### src/rtl/dec_pkg.sv
package dec_pkg;
    localparam int NSTG   = 7;
    localparam int NSEC   = 15;
    localparam int UWORDS = 44;
    localparam int UPCW   = 6;
    localparam int SECW   = $clog2(NSEC);
    localparam int STGW   = $clog2(NSTG);

    typedef enum logic [1:0] {OP_Y, OP_S, OP_PEND, OP_COMB} uop_e;
    typedef enum logic [1:0] {ST_IDLE, ST_RUN, ST_EMIT} seq_e;

    typedef struct packed {
        uop_e            op;
        logic [SECW-1:0] sec;
    } uword_t;

    // entry point of the microroutine for one branch of one stage
    function automatic logic [UPCW-1:0] ustart(input logic [STGW-1:0] stg, input logic br);
        if (int'(stg) == NSTG - 1)
            return br ? UPCW'(41) : UPCW'(36);
        return UPCW'(6 * int'(stg) + (br ? 3 : 0));
    endfunction

    // horizontal microcode ROM, computed per address
    function automatic uword_t ucode(input logic [UPCW-1:0] a);
        uword_t w;
        int ai, k, r, b, wi;
        ai = int'(a);
        w.op  = OP_PEND;
        w.sec = '0;
        if (ai < 36) begin
            k  = ai / 6;
            r  = ai % 6;
            b  = r / 3;
            wi = r % 3;
            w.sec = SECW'(2 * k + b);
            if (wi == 0)      w.op = OP_Y;
            else if (wi == 1) w.op = OP_S;
            else              w.op = (b != 0) ? OP_COMB : OP_PEND;
        end else begin
            case (ai - 36)
                0: begin w.op = OP_Y;    w.sec = SECW'(12); end
                1: begin w.op = OP_S;    w.sec = SECW'(12); end
                2: begin w.op = OP_Y;    w.sec = SECW'(13); end
                3: begin w.op = OP_S;    w.sec = SECW'(13); end
                4: begin w.op = OP_PEND; w.sec = SECW'(13); end
                5: begin w.op = OP_Y;    w.sec = SECW'(14); end
                6: begin w.op = OP_S;    w.sec = SECW'(14); end
                7: begin w.op = OP_COMB; w.sec = SECW'(14); end
                default: begin w.op = OP_PEND; w.sec = '0; end
            endcase
        end
        return w;
    endfunction

    // per-section coefficient ROM, Q1.15
    function automatic logic signed [15:0] coef(input logic [SECW-1:0] s);
        int si;
        si = int'(s);
        if (si < 12) return (si % 2 != 0) ? 16'sh4C00 : 16'sh1000;
        if (si == 12) return 16'sh0C00;
        if (si == 13) return 16'sh5800;
        return 16'sh3000;
    endfunction
endpackage

### src/rtl/dec_fifo.sv
module dec_fifo #(
    parameter int DW    = 16,
    parameter int DEPTH = 4
) (
    input  logic          clk,
    input  logic          rst,
    input  logic          push,
    input  logic [DW-1:0] din,
    input  logic          pop,
    output logic [DW-1:0] dout,
    output logic          empty,
    output logic          ovf
);
    localparam int AW = $clog2(DEPTH);

    logic [DW-1:0] mem [DEPTH];
    logic [AW-1:0] wp, rp;
    logic [AW:0]   cnt;
    logic          full, do_push, do_pop;

    assign full    = (cnt == (AW+1)'(DEPTH));
    assign empty   = (cnt == '0);
    assign do_push = push && !full;
    assign do_pop  = pop && !empty;
    assign dout    = mem[rp];

    always_ff @(posedge clk) begin
        if (rst) begin
            wp  <= '0;
            rp  <= '0;
            cnt <= '0;
            ovf <= 1'b0;
        end else begin
            if (do_push) begin
                mem[wp] <= din;
                wp      <= wp + 1'b1;
            end
            if (do_pop) rp <= rp + 1'b1;
            cnt <= cnt + (do_push ? 1'b1 : 1'b0) - (do_pop ? 1'b1 : 1'b0);
            if (push && full) ovf <= 1'b1;
        end
    end

    a_r7_ovf_sticky: assert property (@(posedge clk) disable iff (rst) ovf |=> ovf);
    a_r7_ovf_set:    assert property (@(posedge clk) disable iff (rst) (push && full) |=> ovf);
    a_r6_no_underrun: assert property (@(posedge clk) disable iff (rst) pop |-> !empty);
endmodule

### src/rtl/dec_sram.sv
module dec_sram #(
    parameter int DW = 16,
    parameter int NW = 15,
    localparam int AW = $clog2(NW)
) (
    input  logic          clk,
    input  logic          rst,
    input  logic          we,
    input  logic [AW-1:0] addr,
    input  logic [DW-1:0] wdata,
    output logic [DW-1:0] rdata
);
    logic [DW-1:0] mem [NW];

    assign rdata = mem[addr];

    always_ff @(posedge clk) begin
        if (rst) begin
            for (int i = 0; i < NW; i++) mem[i] <= '0;
        end else if (we) begin
            mem[addr] <= wdata;
        end
    end

    a_r4_addr_range: assert property (@(posedge clk) disable iff (rst) we |-> (int'(addr) < NW));
endmodule

### src/rtl/dec_mac.sv
module dec_mac #(
    parameter int DW = 16
) (
    input  logic                 upd,
    input  logic signed [DW-1:0] xin,
    input  logic signed [DW-1:0] yin,
    input  logic signed [DW-1:0] st,
    input  logic signed [DW-1:0] cf,
    output logic signed [DW-1:0] res
);
    localparam int PW = 2 * DW;
    localparam logic signed [PW-1:0] MAXV = PW'((1 << (DW - 1)) - 1);
    localparam logic signed [PW-1:0] MINV = -MAXV - PW'(1);

    logic signed [DW-1:0] m, base;
    logic signed [PW-1:0] prod, base_w, sum;

    always_comb begin
        m      = upd ? yin : xin;
        base   = upd ? xin : st;
        prod   = m * cf;
        base_w = {{DW{base[DW-1]}}, base};
        sum    = upd ? (base_w - (prod >>> (DW - 1))) : (base_w + (prod >>> (DW - 1)));
        if (sum > MAXV)      res = MAXV[DW-1:0];
        else if (sum < MINV) res = MINV[DW-1:0];
        else                 res = DW'(sum);
    end

    always_comb begin
        a_r2_sat_range: assert (!((sum > MAXV) && (res != MAXV[DW-1:0])));
    end
endmodule

### src/rtl/dec_allpass_decim.sv
module dec_allpass_decim
    import dec_pkg::*;
#(
    parameter int DW         = 16,
    parameter int FIFO_DEPTH = 4
) (
    input  logic          clk,
    input  logic          rst,
    input  logic          in_valid,
    input  logic [DW-1:0] in_data,
    output logic [DW-1:0] out_data,
    output logic          out_valid,
    input  logic          out_ready,
    output logic          fifo_ovf
);
    seq_e                 state, nstate;
    logic [UPCW-1:0]      upc;
    logic [STGW-1:0]      stg, nxt;
    logic signed [DW-1:0] xr, yr, mac_res, cmb;
    logic signed [DW:0]   csum;
    logic [DW-1:0]        fifo_dout, ram_rd;
    logic [NSTG-1:0]      pend;
    logic signed [DW-1:0] pv [NSTG];
    logic                 fifo_empty, pop, ram_we;
    uword_t               uw;

    assign uw  = ucode(upc);
    assign nxt = stg + 1'b1;
    assign pop = (state == ST_IDLE) && !fifo_empty;
    assign ram_we    = (state == ST_RUN) && (uw.op == OP_S);
    assign out_valid = (state == ST_EMIT);

    always_comb begin
        csum = {pv[stg][DW-1], pv[stg]} + {xr[DW-1], xr};
        cmb  = DW'(csum >>> 1);
    end

    dec_fifo #(.DW(DW), .DEPTH(FIFO_DEPTH)) u_fifo (
        .clk(clk), .rst(rst), .push(in_valid), .din(in_data),
        .pop(pop), .dout(fifo_dout), .empty(fifo_empty), .ovf(fifo_ovf)
    );

    dec_sram #(.DW(DW), .NW(NSEC)) u_sram (
        .clk(clk), .rst(rst), .we(ram_we), .addr(uw.sec),
        .wdata(mac_res), .rdata(ram_rd)
    );

    dec_mac #(.DW(DW)) u_mac (
        .upd(uw.op == OP_S), .xin(xr), .yin(yr), .st(ram_rd),
        .cf(DW'(coef(uw.sec))), .res(mac_res)
    );

    always_comb begin
        nstate = state;
        unique case (state)
            ST_IDLE: if (!fifo_empty) nstate = ST_RUN;
            ST_RUN: begin
                if (uw.op == OP_PEND) nstate = ST_IDLE;
                else if (uw.op == OP_COMB && int'(stg) == NSTG - 1) nstate = ST_EMIT;
            end
            ST_EMIT: if (out_ready) nstate = ST_IDLE;
            default: nstate = ST_IDLE;
        endcase
    end

    always_ff @(posedge clk) begin
        if (rst) state <= ST_IDLE;
        else     state <= nstate;
    end

    always_ff @(posedge clk) begin
        if (rst) begin
            upc      <= '0;
            stg      <= '0;
            xr       <= '0;
            yr       <= '0;
            pend     <= '0;
            out_data <= '0;
            for (int i = 0; i < NSTG; i++) pv[i] <= '0;
        end else begin
            unique case (state)
                ST_IDLE: if (pop) begin
                    xr  <= fifo_dout;
                    stg <= '0;
                    upc <= ustart('0, pend[0]);
                end
                ST_RUN: begin
                    unique case (uw.op)
                        OP_Y: begin
                            yr  <= mac_res;
                            upc <= upc + 1'b1;
                        end
                        OP_S: begin
                            xr  <= yr;
                            upc <= upc + 1'b1;
                        end
                        OP_PEND: begin
                            pv[stg]   <= xr;
                            pend[stg] <= 1'b1;
                        end
                        OP_COMB: begin
                            pend[stg] <= 1'b0;
                            if (int'(stg) == NSTG - 1) begin
                                out_data <= cmb;
                            end else begin
                                xr  <= cmb;
                                stg <= nxt;
                                upc <= ustart(nxt, pend[nxt]);
                            end
                        end
                        default: upc <= upc;
                    endcase
                end
                ST_EMIT: upc <= upc;
                default: upc <= upc;
            endcase
        end
    end

    a_r5_hold_valid: assert property (@(posedge clk) disable iff (rst)
        (out_valid && !out_ready) |=> (out_valid && $stable(out_data)));
    a_r5_release:    assert property (@(posedge clk) disable iff (rst)
        (out_valid && out_ready) |=> !out_valid);
    a_r6_no_pull:    assert property (@(posedge clk) disable iff (rst) out_valid |-> !pop);
    a_r3_upc_range:  assert property (@(posedge clk) disable iff (rst)
        (state == ST_RUN) |-> (int'(upc) < UWORDS));
    a_r1_stage_range: assert property (@(posedge clk) disable iff (rst)
        (state == ST_RUN) |-> (int'(stg) < NSTG));
    a_r8_reset:      assert property (@(posedge clk)
        rst |=> (state == ST_IDLE && upc == '0 && !fifo_ovf));
endmodule

### config.mk
export PLATFORM = sky130hd
export DESIGN_NAME = dec_allpass_decim
export DESIGN_NICKNAME = d
export VERILOG_FILES = /design/src/rtl/dec_pkg.sv /design/src/rtl/dec_fifo.sv /design/src/rtl/dec_sram.sv /design/src/rtl/dec_mac.sv /design/src/rtl/dec_allpass_decim.sv
export SDC_FILE = /design/constraint.sdc
export NUM_CORES = 1
export LEC_CHECK = 0
export BUFFER_PORTS_ARGS = -buffer_cell sky130_fd_sc_hd__buf_2
export CORE_MARGIN = 2
export CORE_UTILIZATION = 45
export DETAILED_ROUTE_END_ITERATION = 7
export SKIP_LAST_GASP = 1
export SLEW_MARGIN = 30
export SYNTH_ARGS = -nofsm -noshare
export SYNTH_HDL_FRONTEND = slang
export SYNTH_SLANG_ARGS = --single-unit
### constraint.sdc
create_clock -name clk -period 16.6 [get_ports clk]
set_input_delay 2.49 -clock clk [delete_from_list [all_inputs] [get_ports clk]]
set_output_delay 2.49 -clock clk [all_outputs]
set_load 0.1 [all_outputs]
==> results.md <==
Finish:
- The final-stage net count is 3235.
- The share of post-route cells with drive strength above 1 is 13.4%.
- Once layout is complete, the cells apart from fillers number 3991.
- In the layout the commonest cells are sky130_fd_sc_hd__edfxtp_1, sky130_fd_sc_hd__nand2_1, sky130_fd_sc_hd__nor2_1, sky130_fd_sc_hd__and2_1, sky130_fd_sc_hd__ha_1.
- The layout-stage area growth over the synthesis result is 10.8%.
- The post-route core utilization is 50.3%.
- Leaving out fill and tap cells, the most frequent cell in the layout is sky130_fd_sc_hd__edfxtp_1.
- The post-route standard cell area excluding fillers is 34500 um2.

Routing:
- The number of remaining DRC errors is 0.
- The sum of routed wire length over all layers is 87000 um.
- The number of routed nets with antenna violations is 0.
- In this run, the number of DRC markers left after iteration 0 of detailed routing was 2040.
- Detailed routing inserted a total of 23000 vias.
- The detail-routed via count per cell is 5.77.
- The first detailed-routing pass took 6 iterations.
- The routed length per placed instance is 21.8 um.

Floorplan:
- The initial cell density of the core is 45.4%.
- The height of the die is 267 um.
- The die covers 71300 um2.
- In this run the count of I/O pins placed on the die edge is 38.
- The total area inside the core boundary comes to 68600 um2.
- The die extent in x is 267 um.
- The floorplan has 96 rows.

Clock network:
- The CTS tree is yes.
- CTS placed an instance of sky130_fd_sc_hd__clkbuf_16 at the clock tree root.
- The total clock sinks is 527.
- The buffer levels on the longest clock path is 3.
- The clock reaches the later pin of the worst-skew pair after 0.64 ns.
- The register clock-pin slew on the reported worst setup and hold paths is 0.06 ns.
- The maximum level of the CTS H-tree is 2.
- In this run, post-CTS hold repair placed 0 buffers.
- The number of clock buffers added by TritonCTS is 57.

Global route:
- For this run, the total global-route usage over all layers was measured as 24.2%.
- The total overflow left after global routing is 0.
- In the global route stage, met2 resource usage came out at 39.5%.
- In the global route stage, met1 resource usage came out at 33.7%.
- The global routing stage identified its most utilized layer as met2.
- For met3 alone, demand over resource in global routing was 3.13%.
- The wire length of the first global-routing pass is 133000 um.
- The number of global-route vias before repair came to 22700.
- The number of antenna violations at the first check in global routing is 1.
- The largest net degree at the start of global routing is 96.

Critical path:
- The source of the worst register-to-register timing path is upc[4]$_SDFFE_PP0P_.
- For flop-to-flop paths, the worst setup slack is 0.79 ns.
- For the worst setup path, the data arrival time is 16.28 ns.
- The buffers plus inverters on the worst setup path is 9.
- The cell count along the critical path is 66.
- STA classifies the critical path startpoint as a register.
- The maximum fanout count along the critical path is 15.
- The cell class contributing the biggest share of worst-path delay is adder cells.
- The endpoint of the lowest-slack register-to-register path is u_sram.mem[0][1]$_SDFFCE_PN0P_.
- The worst register-to-register path has a depth of 66.
- The worst setup path is captured at a register.
- The delay of the slowest cell on the worst path is 0.53 ns.
- The worst endpoint required time is 17.06 ns.
- Counting stages on the worst path, the most repeated cell is sky130_fd_sc_hd__ha_1.
- By startpoint and endpoint, the worst setup path is classified as register to register.
- Among all stages on the critical path, the largest delay is contributed by sky130_fd_sc_hd__fa_1.

STA:
- After layout, the minimum clock period comes to 15.81 ns.
- Of the available clock period, the critical path in the final layout requires 95.3%.
- Static timing analysis puts the maximum clock frequency at 0.0632 GHz.
- The clock arrives with 0.0496 ns of skew.
- At the pin with the least slew margin, the transition time is 1.03 ns.
- The count of endpoints failing hold in the final timing report is 0.
- The worst pin sits at a relative slew slack of 31.3%.
- Across all setup checks in the final design, the least slack found is 0.787 ns.
- Setup repair after global routing could not meet its margin everywhere.
- Setup violations remaining at the end of the flow were counted as 0.
- The number of slew-limit violations in the final report is 0.

Synthesis:
- Counting flops with an async set or reset pin after synthesis yields a share of 0%.
- The register area share after synthesis is 47.8%.
- The count of mapped cells out of synthesis is 3016.
- After synthesis, the mean cell area works out to 10.3 um2.
- After synthesis, the cell types taking the most area are sky130_fd_sc_hd__edfxtp_1, sky130_fd_sc_hd__dfxtp_1, sky130_fd_sc_hd__ha_1, sky130_fd_sc_hd__nand2_1, sky130_fd_sc_hd__nor2_1.
- The count of flip-flops with a built-in enable after synthesis is 432.
- The cell area that synthesis handed to floorplanning was 31100 um2.
- Synthesis produced a netlist with a net count of 3238.
- Synthesis instantiated 122 different standard cells from the library.
- The portion of synthesized cell area occupied by the leading cell type is 41.7%.
- The most frequently used flop master after synthesis is sky130_fd_sc_hd__edfxtp_1.
- The post-synthesis register bit count is 527.
- The number of warning messages in the yosys log is 0.
- The biggest area consumer among synthesized cells is sky130_fd_sc_hd__edfxtp_1.

Placement:
- The cell count after placement is 3869.
- At the end of routability-driven placement, the weighted congestion stood at 0.895.
- Summing all placed instances gives a cell area of 32300 um2.
- The worst setup timing slack at the placement stage is -0.277 ns.
- Buffers placed on the I/O ports in this run total 37.
- The wire-length estimate of the detail-placed layout is 58500 um.

Worst hold path:
- Along the worst hold path, the cell count comes to 2.
- The worst hold path startpoint is out_data[12]$_SDFFE_PP0P_.
- The worst hold path terminates at out_data[12]$_SDFFE_PP0P_.
- The path category of the worst min-delay check is register to register.

Status:
- The flow ran to the end, and the final reports show no timing, DRC or antenna violations.

Job:
- The number of max-cap violations is 0.
-- routing by layer --
metal | wire (um) | up-vias
met3 | 5240 | 129
met4 | 2220 | 0
li1 | - | 10700
met1 | 38500 | 11400
met2 | 41000 | 805
met5 | 0 | -
-- area by class of cell --
type | instances | area, um2
well taps | 931 | 1160
clock buffers | 78 | 1520
diodes | 1 | 2.50
multi-input cells | 2154 | 15200
flip-flops and latches | 527 | 14900
repair buffers | 126 | 908
clock inverters | 27 | 285
inverters | 147 | 552
fillers | 6218 | 34100
-- state kept, by name, indices dropped and copies added, names as in the netlist, named ones only --
register	cells
u_fifo.ovf	1
pv	128
u_fifo.wp	2
yr	16
u_fifo.cnt	3
u_fifo.mem	64
u_fifo.rp	2
stg	3
xr	16
u_sram.mem	256
out_data	16
state	2
upc	6
-- worst register-to-register path: cells and delay by family (launching register included) --
family,cells,cell delay [ns]
simple gates,12,3.02
compound gates,25,5.06
flops,1,0.43
buf+inv,9,1.37
fa+ha+maj,15,5.06
xor+xnor,5,0.73
-- cell families after synthesis --
group                    share of synthesized area (%)
AO/OA/AOI/OAI                                     11.1
flip-flops                                        47.8
adder cells (fa/ha/maj)                           9.42
XOR/XNOR                                          2.27
multiplexers                                      6.13
buffers and inverters                             4.55
AND/OR/NAND/NOR                                   18.8
-- synthesized netlist by cell type, drive strengths merged (19+ instances only) --
library cell	instances
clkbuf	114
o21ai	108
nand3	102
o22ai	22
dfxtp	95
edfxtp	432
nor3	50
or2	19
and2	150
ha	148
inv	146
fa	54
mux4	49
nor2	378
mux2i	41
buf	74
nor2b	29
a31oi	25
xor2	28
and3	41
xnor2	51
mux2	32
a21oi	148
nand2	399
-- worst max path at each step --
stage | start | end | slack, ns
floorplan | upc[4]$_SDFFE_PP0P_ | u_sram.mem[13][12]$_SDFFCE_PN0P_ | 0.77
global placement | upc[4]$_SDFFE_PP0P_ | u_sram.mem[0][14]$_SDFFCE_PN0P_ | 0.15
detailed placement | upc[4]$_SDFFE_PP0P_ | u_sram.mem[0][14]$_SDFFCE_PN0P_ | -0.28
CTS | upc[4]$_SDFFE_PP0P_ | u_sram.mem[0][1]$_SDFFCE_PN0P_ | 0.05
global route | upc[4]$_SDFFE_PP0P_ | u_sram.mem[0][12]$_SDFFCE_PN0P_ | -0.07
finish | upc[4]$_SDFFE_PP0P_ | u_sram.mem[0][1]$_SDFFCE_PN0P_ | 0.79
-- what timing repair did --
| item | CTS | global route |
|---|---|---|
| pin swaps | 1 | 9 |
| setup endpoints to repair | 172 | 272 |
| buffers inserted | 1 | 15 |
| gates resized for setup | 9 | 41 |
-- through the flow --
step                TNS (ns)  hold WS, ns
floorplan                  0        0.445
global placement           0        0.446
detailed placement     -7.43        0.452
CTS                        0        0.461
global route          -0.551        0.479
finish                     0        0.456
Power is not shown: default switching activity piles up to over one toggle a cycle in this logic, so the estimate is an artifact.
